`src/rtl/jtag_tap_pkg.sv`:
```
// Package: shared state encoding, instruction codes and data-register
// selector for the test access port. Assumes a 4-bit instruction register.
package jtag_tap_pkg;

    typedef enum logic [3:0] {
        ST_RESET, ST_IDLE,
        ST_SEL_DR, ST_CAP_DR, ST_SH_DR, ST_EX1_DR, ST_PAU_DR, ST_EX2_DR, ST_UPD_DR,
        ST_SEL_IR, ST_CAP_IR, ST_SH_IR, ST_EX1_IR, ST_PAU_IR, ST_EX2_IR, ST_UPD_IR
    } tap_state_t;

    localparam int IR_W = 4;

    localparam logic [IR_W-1:0] OP_EXTEST  = 4'b0000;
    localparam logic [IR_W-1:0] OP_SAMPLE  = 4'b0001;
    localparam logic [IR_W-1:0] OP_IDCODE  = 4'b0010;
    localparam logic [IR_W-1:0] OP_CONFIG  = 4'b0101;
    localparam logic [IR_W-1:0] OP_CFGSTAT = 4'b0111;
    localparam logic [IR_W-1:0] OP_BYPASS  = 4'b1111;

    localparam logic [IR_W-1:0] IR_CAPTURE = 4'b0001;

    typedef enum logic [1:0] {
        DR_BYPASS, DR_ID, DR_BOUND, DR_STAT
    } dr_sel_t;

endpackage

```
`src/rtl/tap_fsm.sv`:
```
// Module: sixteen-state test controller, advanced on each rising tck edge.
// Assumes trst_n is sampled synchronously to tck.
module tap_fsm
    import jtag_tap_pkg::*;
(
    input  logic       tck,
    input  logic       trst_n,
    input  logic       tms,
    output tap_state_t state
);

    tap_state_t nxt;

    // Next-state selection from the current state and tms
    always_comb begin
        unique case (state)
            ST_RESET:  nxt = tms ? ST_RESET  : ST_IDLE;
            ST_IDLE:   nxt = tms ? ST_SEL_DR : ST_IDLE;
            ST_SEL_DR: nxt = tms ? ST_SEL_IR : ST_CAP_DR;
            ST_CAP_DR: nxt = tms ? ST_EX1_DR : ST_SH_DR;
            ST_SH_DR:  nxt = tms ? ST_EX1_DR : ST_SH_DR;
            ST_EX1_DR: nxt = tms ? ST_UPD_DR : ST_PAU_DR;
            ST_PAU_DR: nxt = tms ? ST_EX2_DR : ST_PAU_DR;
            ST_EX2_DR: nxt = tms ? ST_UPD_DR : ST_SH_DR;
            ST_UPD_DR: nxt = tms ? ST_SEL_DR : ST_IDLE;
            ST_SEL_IR: nxt = tms ? ST_RESET  : ST_CAP_IR;
            ST_CAP_IR: nxt = tms ? ST_EX1_IR : ST_SH_IR;
            ST_SH_IR:  nxt = tms ? ST_EX1_IR : ST_SH_IR;
            ST_EX1_IR: nxt = tms ? ST_UPD_IR : ST_PAU_IR;
            ST_PAU_IR: nxt = tms ? ST_EX2_IR : ST_PAU_IR;
            ST_EX2_IR: nxt = tms ? ST_UPD_IR : ST_SH_IR;
            ST_UPD_IR: nxt = tms ? ST_SEL_DR : ST_IDLE;
            default:   nxt = ST_RESET;
        endcase
    end

    // State register with synchronous reset
    always_ff @(posedge tck) begin
        if (!trst_n) state <= ST_RESET;
        else         state <= nxt;
    end

    // Checker counter: consecutive tms-high edges, saturating at five
    logic [2:0] ones_q;
    always_ff @(posedge tck) begin
        if (!trst_n)         ones_q <= 3'd5;
        else if (!tms)       ones_q <= 3'd0;
        else if (ones_q < 5) ones_q <= ones_q + 3'd1;
    end


    five_ones_reset_chk: assert property (@(posedge tck) disable iff (!trst_n)
        (ones_q == 3'd5) |-> (state == ST_RESET));


    hold_reset_chk: assert property (@(posedge tck) disable iff (!trst_n)
        (state == ST_RESET && tms) |=> (state == ST_RESET));

endmodule

```
`src/rtl/tap_ir.sv`:
```
// Module: instruction shift/update register, instruction decode and the
// configure strobe. Assumes the controller state comes from tap_fsm.
module tap_ir
    import jtag_tap_pkg::*;
(
    input  logic       tck,
    input  logic       trst_n,
    input  logic       tdi,
    input  tap_state_t state,
    input  logic       cfg_disable,
    output logic       ir_so,
    output dr_sel_t    dr_sel,
    output logic       extest_en,
    output logic       cfg_strobe
);

    logic [IR_W-1:0] ir_sr;
    logic [IR_W-1:0] ir_q;

    // Instruction shift register: capture fixed pattern, shift LSB first
    always_ff @(posedge tck) begin
        if (!trst_n)                ir_sr <= IR_CAPTURE;
        else if (state == ST_CAP_IR) ir_sr <= IR_CAPTURE;
        else if (state == ST_SH_IR)  ir_sr <= {tdi, ir_sr[IR_W-1:1]};
    end

    // Current instruction: identification on reset, new code on update
    always_ff @(posedge tck) begin
        if (!trst_n || state == ST_RESET) ir_q <= OP_IDCODE;
        else if (state == ST_UPD_IR)      ir_q <= ir_sr;
    end

    // One-cycle configure pulse on each update of the configure code
    always_ff @(posedge tck) begin
        if (!trst_n) cfg_strobe <= 1'b0;
        else         cfg_strobe <= (state == ST_UPD_IR) && (ir_sr == OP_CONFIG) && !cfg_disable;
    end

    // Decode the current instruction to a data-register selection
    always_comb begin
        case (ir_q)
            OP_IDCODE:             dr_sel = DR_ID;
            OP_SAMPLE, OP_EXTEST:  dr_sel = DR_BOUND;
            OP_CFGSTAT:            dr_sel = DR_STAT;
            default:               dr_sel = DR_BYPASS;
        endcase
    end

    assign extest_en = (ir_q == OP_EXTEST);
    assign ir_so     = ir_sr[0];


    reset_loads_id_chk: assert property (@(posedge tck) disable iff (!trst_n)
        (state == ST_RESET) |=> (ir_q == OP_IDCODE));


    strobe_single_chk: assert property (@(posedge tck) disable iff (!trst_n)
        cfg_strobe |=> !cfg_strobe);


    strobe_blocked_chk: assert property (@(posedge tck) disable iff (!trst_n)
        cfg_strobe |-> !$past(cfg_disable));

endmodule

```
`src/rtl/tap_dr.sv`:
```
// Module: data registers (bypass, identification, boundary stub, status)
// with per-instruction clock enables. Assumes dr_sel is stable during a scan.
module tap_dr
    import jtag_tap_pkg::*;
#(
    parameter logic [3:0]  DIE_VERSION = 4'h0,
    parameter logic [6:0]  FAMILY_CODE = 7'h02,
    parameter logic [8:0]  ARRAY_DIM   = 9'h01C,
    parameter logic [10:0] MFR_CODE    = 11'h049,
    parameter int          BS_LEN      = 4
) (
    input  logic              tck,
    input  logic              trst_n,
    input  logic              tdi,
    input  tap_state_t        state,
    input  dr_sel_t           dr_sel,
    input  logic              cfg_done,
    input  logic [BS_LEN-1:0] io_in,
    output logic              dr_so,
    output logic [BS_LEN-1:0] io_out
);

    localparam logic [31:0] ID_WORD = {DIE_VERSION, FAMILY_CODE, ARRAY_DIM, MFR_CODE, 1'b1};

    logic              cap, sh, upd;
    logic              en_byp, en_id, en_bs, en_st;
    logic              byp_q, stat_q;
    logic [31:0]       id_sr;
    logic [BS_LEN-1:0] bs_sr, bs_next;

    assign cap = (state == ST_CAP_DR);
    assign sh  = (state == ST_SH_DR);
    assign upd = (state == ST_UPD_DR);

    // Per-register clock enables derived from the selection
    assign en_byp = (dr_sel == DR_BYPASS);
    assign en_id  = (dr_sel == DR_ID);
    assign en_bs  = (dr_sel == DR_BOUND);
    assign en_st  = (dr_sel == DR_STAT);

    // Boundary shift path; a one-cell stub takes tdi directly
    if (BS_LEN > 1) begin : g_bs_wide
        assign bs_next = {tdi, bs_sr[BS_LEN-1:1]};
    end else begin : g_bs_one
        assign bs_next = tdi;
    end

    // Bypass flop, clocked only under bypass selection
    always_ff @(posedge tck) begin
        if (!trst_n)           byp_q <= 1'b0;
        else if (en_byp && cap) byp_q <= 1'b0;
        else if (en_byp && sh)  byp_q <= tdi;
    end

    // Identification register: load word, shift LSB first
    always_ff @(posedge tck) begin
        if (!trst_n)          id_sr <= '0;
        else if (en_id && cap) id_sr <= ID_WORD;
        else if (en_id && sh)  id_sr <= {tdi, id_sr[31:1]};
    end

    // Boundary stub shift stage
    always_ff @(posedge tck) begin
        if (!trst_n)          bs_sr <= '0;
        else if (en_bs && cap) bs_sr <= io_in;
        else if (en_bs && sh)  bs_sr <= bs_next;
    end

    // Boundary stub update latch
    always_ff @(posedge tck) begin
        if (!trst_n)          io_out <= '0;
        else if (en_bs && upd) io_out <= bs_sr;
    end

    // Configuration status bit
    always_ff @(posedge tck) begin
        if (!trst_n)          stat_q <= 1'b0;
        else if (en_st && cap) stat_q <= cfg_done;
        else if (en_st && sh)  stat_q <= tdi;
    end

    // Serial output of the selected register
    always_comb begin
        unique case (dr_sel)
            DR_ID:    dr_so = id_sr[0];
            DR_BOUND: dr_so = bs_sr[0];
            DR_STAT:  dr_so = stat_q;
            default:  dr_so = byp_q;
        endcase
    end


    bypass_gated_chk: assert property (@(posedge tck) disable iff (!trst_n)
        !en_byp |=> $stable(byp_q));


    boundary_gated_chk: assert property (@(posedge tck) disable iff (!trst_n)
        !en_bs |=> $stable(io_out));

endmodule

```
`src/rtl/jtag_tap_id.sv`:
```
// Module: top of the test access port. Joins controller, instruction and
// data paths; drives tdo and its enable from a falling-edge register.
module jtag_tap_id
    import jtag_tap_pkg::*;
#(
    parameter logic [3:0]  DIE_VERSION = 4'h0,
    parameter logic [6:0]  FAMILY_CODE = 7'h02,
    parameter logic [8:0]  ARRAY_DIM   = 9'h01C,
    parameter logic [10:0] MFR_CODE    = 11'h049,
    parameter int          BS_LEN      = 4
) (
    input  logic              tck,
    input  logic              trst_n,
    input  logic              tms,
    input  logic              tdi,
    input  logic              cfg_disable,
    input  logic              cfg_done,
    input  logic [BS_LEN-1:0] io_in,
    output logic              tdo,
    output logic              tdo_oe,
    output logic [BS_LEN-1:0] io_out,
    output logic              extest_en,
    output logic              cfg_strobe
);

    tap_state_t state;
    dr_sel_t    dr_sel;
    logic       ir_so, dr_so;

    tap_fsm u_fsm (
        .tck(tck), .trst_n(trst_n), .tms(tms), .state(state)
    );

    tap_ir u_ir (
        .tck(tck), .trst_n(trst_n), .tdi(tdi), .state(state),
        .cfg_disable(cfg_disable), .ir_so(ir_so), .dr_sel(dr_sel),
        .extest_en(extest_en), .cfg_strobe(cfg_strobe)
    );

    tap_dr #(
        .DIE_VERSION(DIE_VERSION), .FAMILY_CODE(FAMILY_CODE),
        .ARRAY_DIM(ARRAY_DIM), .MFR_CODE(MFR_CODE), .BS_LEN(BS_LEN)
    ) u_dr (
        .tck(tck), .trst_n(trst_n), .tdi(tdi), .state(state), .dr_sel(dr_sel),
        .cfg_done(cfg_done), .io_in(io_in), .dr_so(dr_so), .io_out(io_out)
    );

    // Falling-edge output stage for serial data and its enable
    always_ff @(negedge tck) begin
        if (!trst_n) begin
            tdo    <= 1'b0;
            tdo_oe <= 1'b0;
        end else begin
            tdo_oe <= (state == ST_SH_DR) || (state == ST_SH_IR);
            tdo    <= (state == ST_SH_IR) ? ir_so : dr_so;
        end
    end


    oe_only_shift_chk: assert property (@(posedge tck) disable iff (!trst_n)
        tdo_oe |-> (state == ST_SH_DR || state == ST_SH_IR));

endmodule

```
`config.mk`:
```
export PLATFORM = sky130hd
export DESIGN_NAME = jtag_tap_id
export DESIGN_NICKNAME = d
export VERILOG_FILES = /design/src/rtl/jtag_tap_pkg.sv /design/src/rtl/tap_fsm.sv /design/src/rtl/tap_ir.sv /design/src/rtl/tap_dr.sv /design/src/rtl/jtag_tap_id.sv
export SDC_FILE = /design/constraint.sdc
export NUM_CORES = 1
export LEC_CHECK = 0
export BUFFER_PORTS_ARGS = -buffer_cell sky130_fd_sc_hd__buf_4
export CORE_ASPECT_RATIO = 0.9
export CORE_MARGIN = 10
export CORE_UTILIZATION = 30
export CTS_CLUSTER_SIZE = 24
export DETAILED_ROUTE_END_ITERATION = 6
export PLACE_DENSITY = 0.54
export SKIP_CTS_REPAIR_TIMING = 1
export SLEW_MARGIN = 20
export SYNTH_ARGS = -nofsm -noshare
export SYNTH_HDL_FRONTEND = slang
export SYNTH_SLANG_ARGS = --single-unit
```
`constraint.sdc`:
```
create_clock -name tck -period 4.8 [get_ports tck]
set_input_delay 0.24 -clock tck [delete_from_list [all_inputs] [get_ports tck]]
set_output_delay 0.24 -clock tck [all_outputs]
set_load 0.01 [all_outputs]
```
### After elaboration in Yosys (flattened, before gate mapping)

Cells that the tools add are included.

| operators by class | value |
|---|---|
| equal/unequal tests | 22 |
| mux-type cells | 22 |
| bitwise gates (word level) | 1 |
| reduce and logical (&&, ||, !) cells | 28 |

Operators with widths:

| operator | count |
|---|---|
| one-hot mux 4 bit (12 select lines) | 1 |
| 2-to-1 mux 23 bit | 2 |
| equality test 4 bit (second input constant) | 8 |
| equality test 4 x 3 -> 1 bit (second input constant) | 6 |
| 2-to-1 mux 4 bit | 6 |
| equality test 4 x 2 -> 1 bit (second input constant) | 3 |
| OR reduction 2 bit | 6 |
| logical AND 1 bit | 11 |
| equality test 4 x 1 -> 1 bit (second input constant) | 2 |
| logical NOT 4 bit | 2 |
| 2-to-1 mux 1 bit | 6 |
| 2-to-1 mux 2 bit | 3 |
| 2-to-1 mux 3 bit | 2 |
| one-hot mux 2 bit (3 select lines) | 1 |
| nonzero test 2 bit | 3 |
| equality test 2 bit (second input constant) | 2 |
| one-hot mux 1 bit (3 select lines) | 1 |
| OR reduction 3 bit | 1 |
| equality test 2 x 1 -> 1 bit (second input constant) | 1 |
| logical NOT 1 bit | 2 |
| logical NOT 2 bit | 1 |
| logical OR 1 bit | 2 |
| NOT 1 bit | 1 |

| storage, ports and cells | value |
|---|---|
| flip-flop bits (word level) | 57 |
| output and inout bits | 8 |
| logic and storage cells | 85 |

### Depth between registers and ports, before layout

| depth | value |
|---|---|
| depth in word-level cells | 7 |
| mapped depth | 7 |
| depth with buffers taken out | 4 |

### Cells and area by module

A second synthesis with hierarchy kept.

| unflattened totals | value |
|---|---|
| cells, all modules | 294 |
| area total of the unflattened synthesis | 2,663.8 µm² |

By module, submodules not included:

| module | instances | cells an instance | area each (µm²) | sequential area each (µm²) |
|---|---|---|---|---|
| tap_dr | 1 | 206 | 1,835.5 | 840.8 |
| tap_ir | 1 | 39 | 406.6 | 180.2 |
| tap_fsm | 1 | 40 | 327.8 | 80.1 |
| jtag_tap_id | 1 | 9 | 93.8 | 40.0 |

==> flow_summary.toml <==
[timing]
final-hold-violation-count = 0
tns_ns = 0
setup_violations = 0
rsz0062_at_grt = "false"
tightest_slew_ns = 1.01
maxSlewHeadroom_pct = 32.9
slew_violations = 0
finClkSkew_ns = 0.0379

[clock_tree]
numCtsBuffers = 9
clockBufferDepth = 2
clock_latency_ns = 0.36
tritoncts = "done"
clock_sinks = 57
clk_pin_slew_ns = 0.06
htree_num_levels = 3
cts-root-buf = "clkbuf_8"

[worst_setup_path]
cp-end-kind = "flip-flop"
r2r_end = "tdo"
crit_end = "tdo"
cp.arrival_ns = 1.71
rrSetupSlack_ns = 0.92
startpoint = "u_fsm.state[0]"
worstSetupStartpointType = "flip-flop"
worst_r2r_path_depth = 3
r2r_start = "u_fsm.state[0]"
required_ns = 2.63
criticalPathCategory = "flip-flop to flip-flop"
cp_max_fo = 18

[power]
p_comb_share_pct = 6.4
ir_worst_vdd_v = 0.000151
static-leakage-power_nw = 1.02
p_int_mw = 0.701
clkPwrFrac_pct = 40.8
netSwitchingPower_mw = 0.231
p_sw_share_pct = 24.8
power.total_mw = 0.932
power_density_nw_per_um2 = 345
pwr-share-seq_pct = 52.8

[logic_synthesis]
synth.cell_area_um2 = 2340
yosysSeqAreaShare_pct = 48.8
synth_top_area_share_pct = 48.8
syn-num-nets = 277
synth_commonest_cells = "dfxtp_1, nor2_1, a22oi_1"
yosysUniqueCellTypes = 44
yosys_warnings = 0
syn_area_per_cell_um2 = 8.76
synth_area_leaders = "dfxtp_1, a22oi_1, nor2_1"
synth-async-reset-ratio_pct = 0
ys.flop_type = "dfxtp_1"
yosys.cell_count.top_type = "dfxtp_1"
yosys.area.top_type = "dfxtp_1"
ys_seq_elements = 57
synth_edf_count = 0
syn_inst = 267

[placement]
dp_hpwl_um = 3420
gp_congestion = 0.748
numPortBuffers = 17

[detailed_routing]
dr_total_vias = 1933
drtAntennaViolNets = 0
drt-initial-drc-count = 85
avgRoutedWirePerCell_um = 13.7
drt-total-wl_um = 5210
drc = 0
post_drt_via_cell_ratio = 5.09
first_pass_iters = 4

[finish]
postLayoutCoreUtil_pct = 35.6
final_nets = 290
drive_gt1_share_pct = 14.4
regArea_um2 = 1140
n_antenna_cell = 0
syn_to_final_growth_pct = 15.4
fillerInstances = 802
multi_input_area_um2 = 1080

[grt]
antenna_found_initial = 0
grt_max_degree = 34
grt_pass1_wl_um = 8980
grt_pass1_vias = 1781
grt_overflow_total = 0
track_usage_pct = 9.12

[hold_path]
hold_path_class = "primary input to flip-flop"

[floorplanning]
rows = 30
io_pins = 18
initial_core_util_pct = 30.8
die-area_um2 = 11700
core-area_um2 = 7580
die_y_um = 104
die_w_um = 113

[flow_run]
max_cap_viol_count = 0

[run_status]
status = "complete, no violations"
## per-layer routing
layer	wire (um)	vias to the layer above	global-route usage (%)
met5	0	-	0
met4	54	0	3.26
met3	276	6	4.15
met2	2160	31	12.3
met1	2720	901	12.2
li1	-	995	-
## worst min path at each step
stage,from,endpoint,slack [ns],cells past startpoint
after global placement,cfg_disable,u_ir.cfg_strobe,0.41,2
after global routing,cfg_disable,u_ir.cfg_strobe,0.05,2
after detailed placement,cfg_disable,u_ir.cfg_strobe,0.41,2
after floorplan,cfg_disable,u_ir.cfg_strobe,0.32,1
after CTS,cfg_disable,u_ir.cfg_strobe,0.06,2
final,cfg_disable,u_ir.cfg_strobe,0.07,2
## stage by stage
step	hold WS (ns)	worst slack [ns]	instances	area (um^2)
after floorplan	0.317	1.17	267	2340
after global placement	0.407	0.966	364	2530
after detailed placement	0.410	0.932	364	2530
after CTS	0.0591	0.945	380	2700
after global routing	0.0522	0.834	380	2700
final	0.0678	0.924	380	2700
## power groups by stage
stage	clock network [mW]	logic [mW]	registers (mW)
4_1_cts	0.391	0.0609	0.491
6_report	0.380	0.0599	0.492
5_1_grt	0.419	0.0683	0.493
3_3_place_gp	0.00391	0.0605	0.501
2_1_floorplan	0.00391	0.0469	0.496
3_5_place_dp	0.00391	0.0605	0.501
## registers in the layout (all words and copies together), names as in the netlist
name,cells
u_fsm.state,4
u_ir.ir_sr,4
tdo_oe,1
u_dr.stat_q,1
u_ir.cfg_strobe,1
tdo,1
u_dr.byp_q,1
u_dr.io_out,4
u_dr.id_sr,32
u_dr.bs_sr,4
u_ir.ir_q,4
## cell families after synthesis
group | count (synthesis) | share of synthesized area [%]
AOI/OAI and AO/OA | 86 | 24.7
buffers and inverters | 28 | 4.98
DFF | 57 | 48.8
muxes | 8 | 3.42
and+or+nand+nor | 88 | 18.1
## layout make-up
class | count | share of cell area (%)
clock inverters | 6 | 0.974
well taps | 96 | 4.45
multi-input cells | 182 | 40.1
clock buffers | 11 | 5.24
flip-flops and latches | 57 | 42.3
repair buffers | 22 | 6.12
inverters | 6 | 0.835
## critical path: stages, from the launching register on
cell	delay (ns)
dfxtp_1	0.68
nand3_1	0.39
o21ai_0	0.25
a21oi_1	0.06
## placed cells by master, fill, tap and decap left out, types with 2 or more instances in the layout
master    netlist  routed
mux2i_1         8       8
a221oi_1        2       2
o22ai_1         7       7
a21oi_1        17      17
a22oi_1        25      25
nor2_1         42      42
o21ai_0        13      13
nand2_1        20      20
and2_1          3       3
nand3b_1        3       3
clkinv_2        0       3
clkbuf_8        0      10
inv_1           7       8
buf_4           0      22
a311oi_1        4       4
o211ai_1        2       2
nor2b_1         2       2
nor3_1          3       3
nand3_1         3       3
nand4_1         2       2
o21a_1          2       2
dfxtp_1        57      57
nor4_1          3       3
Note: power is estimated with default switching activity, not from simulation.
